### config.mk
export PLATFORM = sky130hd
export DESIGN_NAME = cmdWidthSlave
export DESIGN_NICKNAME = d
export VERILOG_FILES = /design/src/rtl/cwsPkg.sv /design/src/rtl/cwsControl.sv /design/src/rtl/cwsDatapath.sv /design/src/rtl/cmdWidthSlave.sv
export SDC_FILE = /design/constraint.sdc
export NUM_CORES = 1
export LEC_CHECK = 0
export BUFFER_PORTS_ARGS = -buffer_cell sky130_fd_sc_hd__buf_4
export CAP_MARGIN = 30
export CORE_MARGIN = 4
export CORE_UTILIZATION = 40
export CTS_BUF_LIST = sky130_fd_sc_hd__clkbuf_8
export CTS_CLUSTER_SIZE = 8
export DETAILED_ROUTE_END_ITERATION = 12
export HOLD_SLACK_MARGIN = 0.08
export PLACE_DENSITY = 0.63
export SYNTH_ARGS = -nofsm -noshare
export SYNTH_HDL_FRONTEND = slang
export SYNTH_HIERARCHICAL = 1
export SYNTH_SLANG_ARGS = --single-unit
### constraint.sdc
create_clock -name clk -period 3.2 [get_ports clk]
set_clock_uncertainty 0.05 [all_clocks]
set_input_delay 0.64 -clock clk [delete_from_list [all_inputs] [get_ports clk]]
set_output_delay 0.64 -clock clk [all_outputs]
set_load 0.02 [all_outputs]
### src/rtl/cwsPkg.sv
package cwsPkg;
  localparam int BUS_W = 8;
  localparam int CMD_W = 4;
  localparam int CNT_W = $clog2(BUS_W);

  // flag and command line positions: the master's encoding depends on these
  localparam int FLAG2_POS = 1;
  localparam int FLAG4_POS = 2;
  localparam int FLAG8_POS = 4;

  typedef enum logic [1:0] {WID1 = 2'd0, WID2 = 2'd1, WID4 = 2'd2, WID8 = 2'd3} widthT;

  typedef struct packed {
    logic capture;
    logic shift;
    logic finish;
    logic abort;
  } strobeT;

  function automatic widthT decodeWidth(input logic [BUS_W-1:0] b);
    if (!b[FLAG8_POS])      return WID8;
    else if (!b[FLAG4_POS]) return WID4;
    else if (!b[FLAG2_POS]) return WID2;
    else                    return WID1;
  endfunction

  function automatic logic [CMD_W-1:0] extractCmd(input logic [BUS_W-1:0] b);
    return {b[0], b[3], b[5], b[6]};
  endfunction

  // index of the final beat of a byte for each width
  function automatic logic [CNT_W-1:0] lastBeat(input widthT w);
    case (w)
      WID1:    return CNT_W'(BUS_W - 1);
      WID2:    return CNT_W'(BUS_W / 2 - 1);
      WID4:    return CNT_W'(BUS_W / 4 - 1);
      default: return '0;
    endcase
  endfunction
endpackage

### src/rtl/cwsControl.sv
module cwsControl
  import cwsPkg::*;
(
  input  logic   clk,
  input  logic   rstN,
  input  logic   selN,
  input  widthT  width,
  output strobeT strobes,
  output logic   active
);
  logic activeReg;
  logic [CNT_W-1:0] beatCnt;

  always_comb begin
    strobes.abort   = selN;
    strobes.capture = !selN && !activeReg;
    strobes.shift   = !selN && activeReg;
    strobes.finish  = strobes.shift && (beatCnt == lastBeat(width));
  end

  always_ff @(posedge clk or negedge rstN) begin
    if (!rstN) begin
      activeReg <= 1'b0;
      beatCnt   <= '0;
    end else if (strobes.abort) begin
      activeReg <= 1'b0;
      beatCnt   <= '0;
    end else if (strobes.capture) begin
      activeReg <= 1'b1;
      beatCnt   <= '0;
    end else if (strobes.finish) begin
      beatCnt   <= '0;
    end else if (strobes.shift) begin
      beatCnt   <= beatCnt + 1'b1;
    end
  end

  assign active = activeReg;

  assert_capture_opens_R2: assert property (@(posedge clk) disable iff (!rstN)
    (!selN && !active) |=> active);
  assert_deselect_clears_R8: assert property (@(posedge clk) disable iff (!rstN)
    selN |=> (!active && beatCnt == '0));
  assert_beat_bound_R5: assert property (@(posedge clk) disable iff (!rstN)
    active |-> (beatCnt <= lastBeat(width)));
endmodule

### src/rtl/cwsDatapath.sv
module cwsDatapath
  import cwsPkg::*;
(
  input  logic             clk,
  input  logic             rstN,
  input  logic [BUS_W-1:0] dataIn,
  input  strobeT           strobes,
  output widthT            width,
  output logic [CMD_W-1:0] cmd,
  output logic [BUS_W-1:0] byteOut,
  output logic             byteValid
);
  widthT            widthReg;
  logic [CMD_W-1:0] cmdReg;
  logic [BUS_W-1:0] shiftReg;
  logic [BUS_W-1:0] nextShift;

  // new bits enter at the top so the first chunk ends in the low bits
  always_comb begin
    case (widthReg)
      WID1:    nextShift = {dataIn[0],   shiftReg[BUS_W-1:1]};
      WID2:    nextShift = {dataIn[1:0], shiftReg[BUS_W-1:2]};
      WID4:    nextShift = {dataIn[3:0], shiftReg[BUS_W-1:4]};
      default: nextShift = dataIn;
    endcase
  end

  always_ff @(posedge clk or negedge rstN) begin
    if (!rstN) begin
      widthReg  <= WID1;
      cmdReg    <= '0;
      shiftReg  <= '0;
      byteOut   <= '0;
      byteValid <= 1'b0;
    end else begin
      byteValid <= 1'b0;
      if (strobes.capture) begin
        widthReg <= decodeWidth(dataIn);
        cmdReg   <= extractCmd(dataIn);
        shiftReg <= '0;
      end else if (strobes.shift) begin
        shiftReg <= nextShift;
        if (strobes.finish) begin
          byteOut   <= nextShift;
          byteValid <= 1'b1;
        end
      end
    end
  end

  assign width = widthReg;
  assign cmd   = cmdReg;

  assert_flag8_wins_R3: assert property (@(posedge clk) disable iff (!rstN)
    (strobes.capture && !dataIn[FLAG8_POS]) |=> (widthReg == WID8));
  assert_hold_in_frame_R9: assert property (@(posedge clk) disable iff (!rstN)
    !strobes.capture |=> ($stable(widthReg) && $stable(cmdReg)));
  assert_single_pulse_R6: assert property (@(posedge clk) disable iff (!rstN)
    (byteValid && widthReg != WID8) |=> !byteValid);
  assert_abort_no_valid_R8: assert property (@(posedge clk) disable iff (!rstN)
    strobes.abort |=> !byteValid);
endmodule

### src/rtl/cmdWidthSlave.sv
module cmdWidthSlave
  import cwsPkg::*;
(
  input  logic       clk,
  input  logic       rstN,
  input  logic       selN,
  input  logic [7:0] dataIn,
  output logic       active,
  output logic [1:0] busWidth,
  output logic [3:0] cmdCode,
  output logic [7:0] byteOut,
  output logic       byteValid
);
  strobeT strobes;
  widthT  width;

  cwsControl uCtrl (
    .clk     (clk),
    .rstN    (rstN),
    .selN    (selN),
    .width   (width),
    .strobes (strobes),
    .active  (active)
  );

  cwsDatapath uData (
    .clk       (clk),
    .rstN      (rstN),
    .dataIn    (dataIn),
    .strobes   (strobes),
    .width     (width),
    .cmd       (cmdCode),
    .byteOut   (byteOut),
    .byteValid (byteValid)
  );

  assign busWidth = width;
endmodule

==> flow_metrics.py <==
metrics = {
    "clock_network": {
        "cts-buffers-inserted": 3,
        "postCtsResizedCells": 0,
        "cts_max_level": 1,
        "cts_sinks": 26,
        "clk_pin_slew_worst_paths_ns": 0.09,
        "clockBufferDepth": 2,
        "clock_latency_ns": 0.27,
        "cts_tree": "built",
        "cts_hold_buf": 0,
        "post_cts_buffers": 0,
        "cts-root-buf": "clkbuf_8",
    },
    "floorplanning": {
        "initial_utilization_pct": 41.5,
        "core_region_area_sq_mm": 0.00366,
        "rows": 22,
        "dieArea_sq_mm": 0.00484,
        "die_y_um": 69.6,
        "die_x_um": 69.6,
        "io_pins": 27,
    },
    "timing": {
        "slew_viol_final": 0,
        "finalSetupViolations": 0,
        "max_slew.worst_pin.slew_ns": 0.435,
        "hold_violations": 0,
        "fin_tns_setup_ns": 0,
        "period_needed_ns": 2.19,
        "fmax_mhz": 457,
        "hold_ws_ns": 0.206,
        "finalCritPeriodShare_pct": 68.4,
        "slew-limit-headroom_pct": 71.0,
        "rsz0062_at_grt": "no",
    },
    "critical_path": {
        "critPathKind": "flop to flop",
        "path_max_fanout": 9,
        "end_kind": "flop",
        "timing.critical_path.required_ns": 3.32,
        "cp.arrival_ns": 2.31,
        "critPathLaunchType": "flop",
    },
    "synthesis": {
        "synthesis.nets": 122,
        "syn_inst": 110,
        "syn_area_sq_mm": 0.00152,
        "yosysWarningCount": 6,
        "syn_area_per_cell_sq_um": 13.8,
    },
    "flow_run": {
        "cap_violations": 0,
    },
    "global_route": {
        "grt_pass1_wl_um": 5400,
        "overflow": 0,
        "grt_pass1_vias": 1053,
        "grt_use_total_pct": 14.2,
        "grt_max_degree": 27,
        "antenna_found_initial": 0,
    },
    "power": {
        "leakagePower_nw": 0.865,
        "powerDensity_mw_per_mm2": 591,
        "vdd_drop_max_mv": 0.199,
    },
    "status": {
        "outcome": "finished clean",
    },
    "final_layout": {
        "fillerInstances": 343,
        "syn2layout_area_growth_pct": 19.7,
        "layout-drive-gt1-share_pct": 45.6,
        "finish.utilization_pct": 49.6,
        "fin_nets": 149,
        "layout_common_cells": "30 x buf_4, 26 x dfrtp_1, 14 x mux2i_1",
        "layout_commonest_cell": "buf_4",
        "antenna_cells": 0,
        "fin_area_sq_mm": 0.00182,
        "fin_cells": 184,
    },
    "place": {
        "routabilityCongestion": 0.836,
        "portBuffers": 26,
        "dp_cells": 180,
        "post_dp_cell_area_sq_mm": 0.00175,
        "hpwl_um": 2270,
    },
    "routing": {
        "via_per_inst": 5.68,
        "dr.pass1.iters": 4,
        "drt_iter0_markers": 34,
        "wl_per_cell_um": 17.6,
        "ant_nets": 0,
        "drcViolationCount": 0,
        "wl_um": 3240,
        "num_vias": 1045,
    },
    "hold_path": {
        "hp-class": "input port to asynchronous set/reset pin",
    },
}
## state kept, by name, indices dropped and copies added (netlist names)
signal	count
uCtrl/active	1
uCtrl/beatCnt	3
uData/byteOut	8
uData/byteValid	1
uData/cmd	4
uData/shiftReg	7
uData/width	2
## path summary, 6_finish.rpt
check	from	to	slack, ns	depth (start not counted)
worst max-delay path	uCtrl/beatCnt[0]	uData/byteOut[5]	1.01	5
worst min-delay path	rstN	uData/byteValid	0.21	1
worst max register to register	uCtrl/beatCnt[0]	uData/byteOut[5]	1.01	5
worst min register to register	uData/byteOut[1]	uData/byteOut[1]	0.47	1
max in group asynchronous	rstN	uCtrl/beatCnt[2]	2.64	1
min in group clk	uData/byteOut[1]	uData/byteOut[1]	0.47	1
## power by group
| part | switching (W) | internal, W | leakage [nW] |
|---|---|---|---|
| registers | 0.0000492 | 0.000392 | 0.330 |
| clock network | 0.000109 | 0.000168 | 0.0357 |
| logic | 0.000169 | 0.000187 | 0.500 |
## metal layers
| metal | part of all wire [%] | track usage (%) | vias to the layer above | routed length, um |
|---|---|---|---|---|
| met4 | 1.4 | 5.86 | 0 | 46 |
| met3 | 4.7 | 2.46 | 5 | 152 |
| met5 | 0 | 0 | - | 0 |
| met1 | 45 | 20.4 | 523 | 1470 |
| met2 | 48 | 21.0 | 34 | 1570 |
| li1 | - | - | 483 | - |
## through the flow
stage                     worst slack [ns]  total power, W
final                                 1.01         0.00107
after global routing                 0.912         0.00113
after CTS                            0.998         0.00109
after detailed placement              1.00        0.000809
after floorplan                       1.11        0.000674
after global placement                1.05        0.000800
## layout make-up
type	instances	area, sq um	area share [%]
timing repair buffer	30	225	12.4
sequential	26	651	35.8
clock inverter	1	30.0	1.65
clock buffer	3	41.3	2.27
tap	48	60.1	3.31
inverter	1	3.75	0.207
multi-input combinational	75	806	44.4
## worst max-delay path, cell delays in order, from the launching register on
cell	delay [ns]
dfrtp_1	0.45
or3b_1	0.44
a21oi_4	0.19
o21a_1	0.12
and3b_1	0.43
mux2_2	0.39
Power figures use the tool's default switching activity.
